File: src/rtl/scp_pkg.sv
package scp_pkg;
   localparam int CTL_W  = 8;
   localparam int IRQ_N  = 5;

   typedef struct packed {
      logic       en_rxc;
      logic       en_txc;
      logic       en_dre;
      logic       en_rxs;
      logic       loop_en;
      logic       en_abe;
      logic [1:0] drv_mode;
   } scp_ctl_t;

   typedef enum logic [1:0] {
      SEQ_IDLE = 2'd0,
      SEQ_LEAD = 2'd1,
      SEQ_BUSY = 2'd2
   } seq_state_e;

   function automatic logic [IRQ_N-1:0] irq_enables(input scp_ctl_t c);
      return {c.en_rxc, c.en_txc, c.en_dre, c.en_rxs, c.en_abe};
   endfunction
endpackage

File: src/rtl/scp_ctlreg.sv
module scp_ctlreg
   import scp_pkg::*;
#(
   parameter int          W         = CTL_W,
   parameter logic [W-1:0] RESET_VAL = '0
) (
   input  logic         clk,
   input  logic         rst_n,
   input  logic         wr_en,
   input  logic [W-1:0] wr_data,
   output logic [W-1:0] rd_data
);
   generate
      if (W != CTL_W) begin : g_bad_width
         $error("scp_ctlreg: width must match the control word");
      end
   endgenerate

   logic [W-1:0] word_q;

   always_ff @(posedge clk or negedge rst_n) begin
      if (!rst_n)     word_q <= RESET_VAL;
      else if (wr_en) word_q <= wr_data;
   end

   assign rd_data = word_q;

   AST_WRITE_LANDS: assert property (@(posedge clk) disable iff (!rst_n)
      wr_en |=> (rd_data == $past(wr_data)));
endmodule

File: src/rtl/scp_irqcomb.sv
module scp_irqcomb #(
   parameter int N          = 5,
   parameter bit REGISTERED = 1'b1
) (
   input  logic         clk,
   input  logic         rst_n,
   input  logic [N-1:0] flags,
   input  logic [N-1:0] enables,
   output logic         irq
);
   generate
      if (N < 1) begin : g_bad_n
         $error("scp_irqcomb: at least one source needed");
      end
   endgenerate

   logic [N-1:0] gated;
   logic         any_hit;

   genvar i;
   generate
      for (i = 0; i < N; i++) begin : g_gate
         assign gated[i] = flags[i] & enables[i];
      end
   endgenerate

   assign any_hit = |gated;

   generate
      if (REGISTERED) begin : g_reg
         logic irq_q;
         always_ff @(posedge clk or negedge rst_n) begin
            if (!rst_n) irq_q <= 1'b0;
            else        irq_q <= any_hit;
         end
         assign irq = irq_q;

         AST_IRQ_RAISE: assert property (@(posedge clk) disable iff (!rst_n)
            (|(flags & enables)) |=> irq);
         AST_IRQ_MASKED: assert property (@(posedge clk) disable iff (!rst_n)
            !(|(flags & enables)) |=> !irq);
      end else begin : g_comb
         assign irq = any_hit;
      end
   endgenerate
endmodule

File: src/rtl/scp_dirseq.sv
module scp_dirseq
   import scp_pkg::*;
(
   input  logic       clk,
   input  logic       rst_n,
   input  logic [1:0] mode,
   input  logic       tx_req,
   input  logic       tx_done,
   output logic       tx_start,
   output logic       xdir,
   output logic       txd_oe
);
   seq_state_e state_q, state_d;
   logic       start_q, start_d;
   logic       mode_nz;
   logic       dir_on;
   logic       chain;

   assign mode_nz = |mode;
   assign chain   = (state_q == SEQ_BUSY) && tx_done && tx_req;

   always_comb begin
      state_d = state_q;
      case (state_q)
         SEQ_IDLE: if (tx_req) state_d = SEQ_LEAD;
         SEQ_LEAD: state_d = SEQ_BUSY;
         SEQ_BUSY: if (tx_done && !tx_req) state_d = SEQ_IDLE;
         default:  state_d = SEQ_IDLE;
      endcase
      if (!mode_nz) state_d = SEQ_IDLE;
   end

   assign start_d = mode_nz && ((state_q == SEQ_LEAD) || chain);

   always_ff @(posedge clk or negedge rst_n) begin
      if (!rst_n) begin
         state_q <= SEQ_IDLE;
         start_q <= 1'b0;
      end else begin
         state_q <= state_d;
         start_q <= start_d;
      end
   end

   assign dir_on   = (state_q != SEQ_IDLE);
   assign tx_start = mode_nz ? start_q : tx_req;
   assign xdir     = mode[0] & dir_on;
   assign txd_oe   = ~mode[1] | dir_on;

   AST_LEAD_FIRST: assert property (@(posedge clk) disable iff (!rst_n)
      (start_q && mode_nz && $stable(mode)) |-> $past(dir_on));
   AST_SINGLE_START: assert property (@(posedge clk) disable iff (!rst_n)
      (start_q && mode_nz) |=> !start_q);
   AST_RELEASE: assert property (@(posedge clk) disable iff (!rst_n)
      ((state_q == SEQ_BUSY) && tx_done && !tx_req) |=> !dir_on);
   AST_NO_GAP: assert property (@(posedge clk) disable iff (!rst_n)
      ((state_q == SEQ_BUSY) && tx_done && tx_req && mode_nz) |=> (dir_on && start_q));
endmodule

File: src/rtl/serial_ctl_top.sv
module serial_ctl_top
   import scp_pkg::*;
#(
   parameter logic [CTL_W-1:0] CTL_RESET      = 8'h00,
   parameter bit               IRQ_REGISTERED = 1'b1
) (
   input  logic             clk,
   input  logic             rst_n,
   input  logic             cfg_wr,
   input  logic [CTL_W-1:0] cfg_wdata,
   output logic [CTL_W-1:0] cfg_rdata,
   input  logic [IRQ_N-1:0] st_flags,
   output logic             irq_o,
   input  logic             rxd_pin,
   input  logic             txd_line,
   output logic             rx_data_o,
   input  logic             tx_req_i,
   input  logic             tx_done_i,
   output logic             tx_start_o,
   output logic             xdir_o,
   output logic             txd_oe_o
);
   generate
      if ($bits(scp_ctl_t) != CTL_W) begin : g_bad_layout
         $error("serial_ctl_top: control layout width mismatch");
      end
   endgenerate

   logic [CTL_W-1:0] word;
   scp_ctl_t         ctl;

   scp_ctlreg #(.W(CTL_W), .RESET_VAL(CTL_RESET)) u_reg (
      .clk    (clk),
      .rst_n  (rst_n),
      .wr_en  (cfg_wr),
      .wr_data(cfg_wdata),
      .rd_data(word)
   );

   assign ctl       = scp_ctl_t'(word);
   assign cfg_rdata = word;

   scp_irqcomb #(.N(IRQ_N), .REGISTERED(IRQ_REGISTERED)) u_irq (
      .clk    (clk),
      .rst_n  (rst_n),
      .flags  (st_flags),
      .enables(irq_enables(ctl)),
      .irq    (irq_o)
   );

   assign rx_data_o = ctl.loop_en ? txd_line : rxd_pin;

   scp_dirseq u_seq (
      .clk     (clk),
      .rst_n   (rst_n),
      .mode    (ctl.drv_mode),
      .tx_req  (tx_req_i),
      .tx_done (tx_done_i),
      .tx_start(tx_start_o),
      .xdir    (xdir_o),
      .txd_oe  (txd_oe_o)
   );
endmodule

File: config.mk
export PLATFORM = sky130hd
export DESIGN_NAME = serial_ctl_top
export DESIGN_NICKNAME = d
export VERILOG_FILES = /design/src/rtl/scp_pkg.sv /design/src/rtl/scp_ctlreg.sv /design/src/rtl/scp_irqcomb.sv /design/src/rtl/scp_dirseq.sv /design/src/rtl/serial_ctl_top.sv
export SDC_FILE = /design/constraint.sdc
export NUM_CORES = 1
export LEC_CHECK = 0
export BUFFER_PORTS_ARGS = -buffer_cell sky130_fd_sc_hd__buf_2
export CAP_MARGIN = 20
export CORE_AREA = 4 4 42 44
export DETAILED_ROUTE_END_ITERATION = 7
export DIE_AREA = 0 0 46 48
export PLACE_DENSITY = 0.75
export SLEW_MARGIN = 20
export SYNTH_ARGS = -nofsm -noshare
export SYNTH_HDL_FRONTEND = slang
export SYNTH_HIERARCHICAL = 1
export SYNTH_SLANG_ARGS = --single-unit
File: constraint.sdc
create_clock -name clk -period 1.7 [get_ports clk]
set_clock_uncertainty 0.15 [all_clocks]
set_input_delay 0.34 -clock clk [delete_from_list [all_inputs] [get_ports clk]]
set_output_delay 0.34 -clock clk [all_outputs]
set_load 0.05 [all_outputs]
# [Yosys cells after proc, flatten, opt, wreduce, memory -nomap -nowiden]
# Index checks and enable logic that the tools add are counted.
# W data, S select, Z words.
[word_totals] ff_bits=12 inputBits=20 word_cells=33
[op_classes] eq_ne=4 muxes=6 bitwise_logic=8 reduce_logical=11
[ops] operator="$and A1 B1 Y1" n=6
[ops] operator="$mux W2" n=3
[ops] operator="$ne A3 B3 Y1 const B" n=2
[ops] operator="$pmux W2 S3" n=1
[ops] operator="$reduce_or A5 Y1" n=1
[ops] operator="$logic_and A1 B1 Y1" n=4
[ops] operator="$eq A2 B1 Y1 const B" n=1
[ops] operator="$eq A2 B2 Y1 const B" n=1
[ops] operator="$logic_not A2 Y1" n=1
[ops] operator="$mux W1" n=2
[ops] operator="$reduce_and A2 Y1" n=1
[ops] operator="$reduce_bool A2 Y1" n=1
[ops] operator="$reduce_or A2 Y1" n=1
[ops] operator="$logic_not A1 Y1" n=1
[ops] operator="$logic_or A1 B1 Y1" n=1
[ops] operator="$not A1 Y1" n=1
[ops] operator="$or A1 B1 Y1" n=1

# [Depth between registers and ports, before layout]
[logic_depth] word_depth=5 mapped_depth=3 ltp_nobuf=3

# [Hierarchy]
# The synthesis kept the hierarchy.
[modules_own_cells] mod="scp_ctlreg" instances=1 cells_each=17 area_each_um2=331.6 seq_area_each_um2=200.2
[modules_own_cells] mod="scp_dirseq" instances=1 cells_each=17 area_each_um2=152.6 seq_area_each_um2=75.1
[modules_own_cells] mod="scp_irqcomb" instances=1 cells_each=4 area_each_um2=46.3 seq_area_each_um2=25.0
[modules_own_cells] mod="serial_ctl_top" instances=1 cells_each=1 area_each_um2=15.0 seq_area_each_um2=0.0

# [Worst setup path after synthesis]
# Ideal clock, no wire load.
[synth_path] kind="register to output" start="register u_reg.word_q[0], in the netlist u_reg/rd_data[0]" end="output port xdir_o" t_arrival_ps=1435 slack_ps=-225 stages_incl_launch_ff=2 n_path_buf=0 cell_sequence="dfrtp_1 nor2b_1"
[synth_between] elab_chain_cells=1
[synth_rtl] item="from (decl)" line_no="scp_ctlreg.sv:19" rtl="logic [W-1:0] word_q;"
[synth_rtl] item="from (signal assigned)" line_no="scp_ctlreg.sv:23" rtl="else if (wr_en) word_q <= wr_data;"
[synth_rtl] item="$and A1 B1 Y1" line_no="scp_dirseq.sv:47" rtl="assign xdir = mode[0] & dir_on;"
[synth_rtl] item="to (decl)" line_no="serial_ctl_top.sv:20" rtl="output logic xdir_o,"
# Every way passes these cells.

# [Final worst setup path]
[layout_path] start="register u_reg.word_q[1], in the netlist u_reg/rd_data[1]" end="output port tx_start_o"
[layout_between] elab_chain_cells=2
[layout_rtl] item="$reduce_or A2 Y1" line_no="scp_dirseq.sv:19" rtl="assign mode_nz = |mode;"
[layout_rtl] item="$mux W1" line_no="scp_dirseq.sv:46" rtl="assign tx_start = mode_nz ? start_q : tx_req;"
[layout_rtl] item="to (decl)" line_no="serial_ctl_top.sv:19" rtl="output logic tx_start_o,"
# Every way passes these cells.

==> impl_metrics.py <==
metrics = {
    "outcome": {
        "outcome": "finished with violations",
        "violations": "negative setup slack",
    },
    "critical_path": {
        "crit_path_max_fanout": 2,
        "critical_path.top_delay_family": "flip-flops",
        "cp_data_arrival_time_ns": 1.30,
        "worst-path-buf-inv": 1,
        "critPathRequiredTime_ns": 1.21,
        "cpMaxStageDelayCell": "dfrtp_2",
        "worstSetupPathType": "flip-flop to output pin",
        "path_cells": "nor2_4 -> mux2_4 -> buf_8",
        "cp-end-kind": "output pin",
        "startpoint_type": "flip-flop",
        "critPathMaxStageDelay_ns": 0.43,
    },
    "power_and_ir_drop": {
        "clkPwrFrac_pct": 23.7,
        "p_per_area_nw_per_um2": 1160,
        "total_power_uw": 950.5,
        "peakVddDrop_mv": 0.7445,
        "pwr-share-seq_pct": 37.5,
        "p_leak_uw": 0.0004348,
        "p_sw_uw": 355.2,
        "p_int_uw": 595.2,
        "combPwrFrac_pct": 38.8,
        "sw_frac_of_total_pct": 37.38,
    },
    "place": {
        "pre_cts_ws_ns": 0.08524,
        "placed_cell_area_sq_um": 726.9,
        "dp_hpwl_um": 961.4,
        "portBuffers": 32,
        "place_congestion": 0.7050,
    },
    "sta": {
        "worst_pin_slew_ns": 0.2683,
        "drv_slew": 0,
        "relSlewSlack_pct": 82.11,
        "fin_crit_sh_pct": 105.6,
        "rsz0062_at_grt": "true",
        "setup_viol": 1,
        "fmax_ghz": 0.5571,
        "hold_viol_final": 0,
        "hold_ws_ns": 0.1445,
        "fin_ws_ns": -0.09499,
        "period_minus_slack_ns": 1.795,
    },
    "cells_and_area": {
        "drive_above_1_share_pct": 70.89,
        "fillCellCount": 133,
        "antennaDiodeCount": 0,
        "multi_input_area_sq_um": 244.0,
        "areaGrowthSynthToFinish_pct": 50.23,
        "ff_latch_area_sq_um": 302.8,
        "design_area_sq_um": 819.5,
        "final_net_count": 100,
    },
    "synthesis": {
        "ys.flop_type": "dfrtp_1",
        "synth_compound_area_share_pct": 5.963,
        "synth_largest_area_cell": "dfrtp_1",
        "async_flop_share_pct": 100.0,
        "ys_ff_latch": 12,
        "synth.area.top_cells": "dfrtp_1, mux2_4, buf_6",
        "synth_xor_area_share_pct": 0,
        "synthAdderAreaFrac_pct": 0,
        "yosysMostFrequentCell": "dfrtp_1",
        "yosysSeqAreaShare_pct": 55.05,
        "synth_edf_count": 0,
        "synth_common_cells": "dfrtp_1, mux2_4, nand2_1, a21oi_1, nor2_1",
        "syn_inst": 39,
        "synth_top_family_by_area": "multiplexers",
        "synth_cell_type_count": 16,
        "synth_mux_area_share_pct": 26.83,
        "synth_top_cell_area_share_pct": 55.05,
        "synth_area_sq_um": 545.5,
        "yosys_warnings": 6,
        "synth-simple-area-share_pct": 9.404,
        "syn_area_per_cell_sq_um": 13.99,
        "syn_nets": 59,
    },
    "route": {
        "wl_um": 1284,
        "route.detailed.drc": 0,
        "first_pass_iters": 4,
        "viasPerCell": 4.768,
        "avgRoutedWirePerCell_um": 13.52,
        "detail-route-antenna-nets": 0,
        "drtIter0Drc": 5,
        "num_vias": 453,
    },
    "grt": {
        "grt_pass1_wl_um": 1897,
        "grt_max_degree": 13,
        "grtUsageTotal_pct": 12.82,
        "gr-total-overflow": 0,
        "grt_pass1_vias": 446,
        "grt_antenna_before_repair": 0,
    },
    "clock_tree": {
        "htreeDepth": 1,
        "clk_path_buf_depth": 2,
        "cts_made_buffers": 3,
        "cts_sinks": 12,
        "worstSkewPairLatency_ns": 0.27,
        "path_clk_slew_ns": 0.08,
        "cts_tree": "yes",
        "root_buffer": "clkbuf_4",
    },
    "floorplanning": {
        "start_util_pct": 37.98,
        "design.core.area_sq_um": 1436,
        "io_pins": 33,
        "die-area_sq_um": 2208,
        "dieHeight_um": 48,
        "num_rows": 14,
        "die_w_um": 46,
    },
    "hold_path": {
        "hold_path_class": "primary input to flip-flop",
    },
    "job": {
        "drv_cap": 0,
    },
}
[what timing repair did]
| item | CTS | global route |
|---|---|---|
| pin swaps | 1 | 1 |
| buffers inserted | 3 | 0 |
| gates resized for setup | 5 | 3 |
| hold endpoints to repair | 12 | 0 |
| hold buffers | 1 | 0 |
| endpoints found under the setup margin | 1 | 4 |
[layout by cell type, fill, tap and decap left out, drive strengths merged]
cell type    instances
a21oi                2
a222oi               1
a22oi                1
buf                 36
clkbuf               4
dfrtp               12
dlygate4sd3          1
inv                  1
mux2                10
nand2                3
nand2b               1
nand3                1
nor2                 3
nor2b                2
o21ai                1
[power by group through the flow]
stage                     Sequential [uW]  Clock (uW)  Combinational (uW)
final                                 356         225                 369
after global routing                  362         239                 390
after CTS                             354         235                 368
after detailed placement              359           0                 335
after global placement                357           0                 330
after floorplan                       434           0                 172
[metal layers]
| layer | wire length (um) | track usage, % | vias to the layer above |
|---|---|---|---|
| met1 | 517 | 14.78 | 211 |
| met3 | 142 | 7.519 | 2 |
| met2 | 616 | 20.33 | 23 |
| met4 | 8 | 3.409 | 0 |
| li1 | - | - | 217 |
| met5 | 0 | 0 | - |
[final cells by class]
type                            instances  area share (%)
Multi-Input combinational cell         25           29.77
Clock buffer                            4           4.427
Timing Repair Buffer                   37           25.95
Tap cell                               16           2.443
Sequential cell                        12           36.95
Inverter                                1          0.4580
[flip-flops by register name, indices dropped and copies added (netlist names)]
register,count
u_seq/start_q,1
u_reg/rd_data,8
u_irq/irq,1
u_seq/state_q,2
[per-stage QoR]
stage / TNS [ns] / cells / util [%]
2_1_floorplan: 0 / 39 / -
6_report: -0.09499 / 95 / 57.06
3_3_place_gp: 0 / 87 / 50.61
5_1_grt: -0.1274 / 95 / 57.06
4_1_cts: -0.1126 / 95 / 56.71
3_5_place_dp: 0 / 87 / 50.61
[final timing paths]
check                                        startpoint                      endpoint  slack, ns  cells past startpoint
setup reg to reg           u_reg/rd_data[1]$_DFFE_PN0P_  u_reg/rd_data[1]$_DFFE_PN0P_       0.61                      2
hold reg to reg            u_reg/rd_data[4]$_DFFE_PN0P_           u_irq/irq$_DFF_PN0_       0.39                      2
setup / recovery           u_reg/rd_data[1]$_DFFE_PN0P_                    tx_start_o      -0.09                      3
min in group asynchronous                         rst_n       u_seq/start_q$_DFF_PN0_       0.31                      2
hold / removal                             cfg_wdata[0]  u_reg/rd_data[0]$_DFFE_PN0P_       0.14                      2
max in group asynchronous                         rst_n  u_reg/rd_data[0]$_DFFE_PN0P_       0.86                      2
[kinds of logic (layout without fill, tap and decap cells)]
kind of cell / after synthesis / in the layout
multiplexers: 10 / 10
AND/OR/NAND/NOR: 10 / 10
flip-flops: 12 / 12
AO/OA/AOI/OAI: 5 / 5
buffers and inverters: 2 / 42
Power figures use the tool's default switching activity.
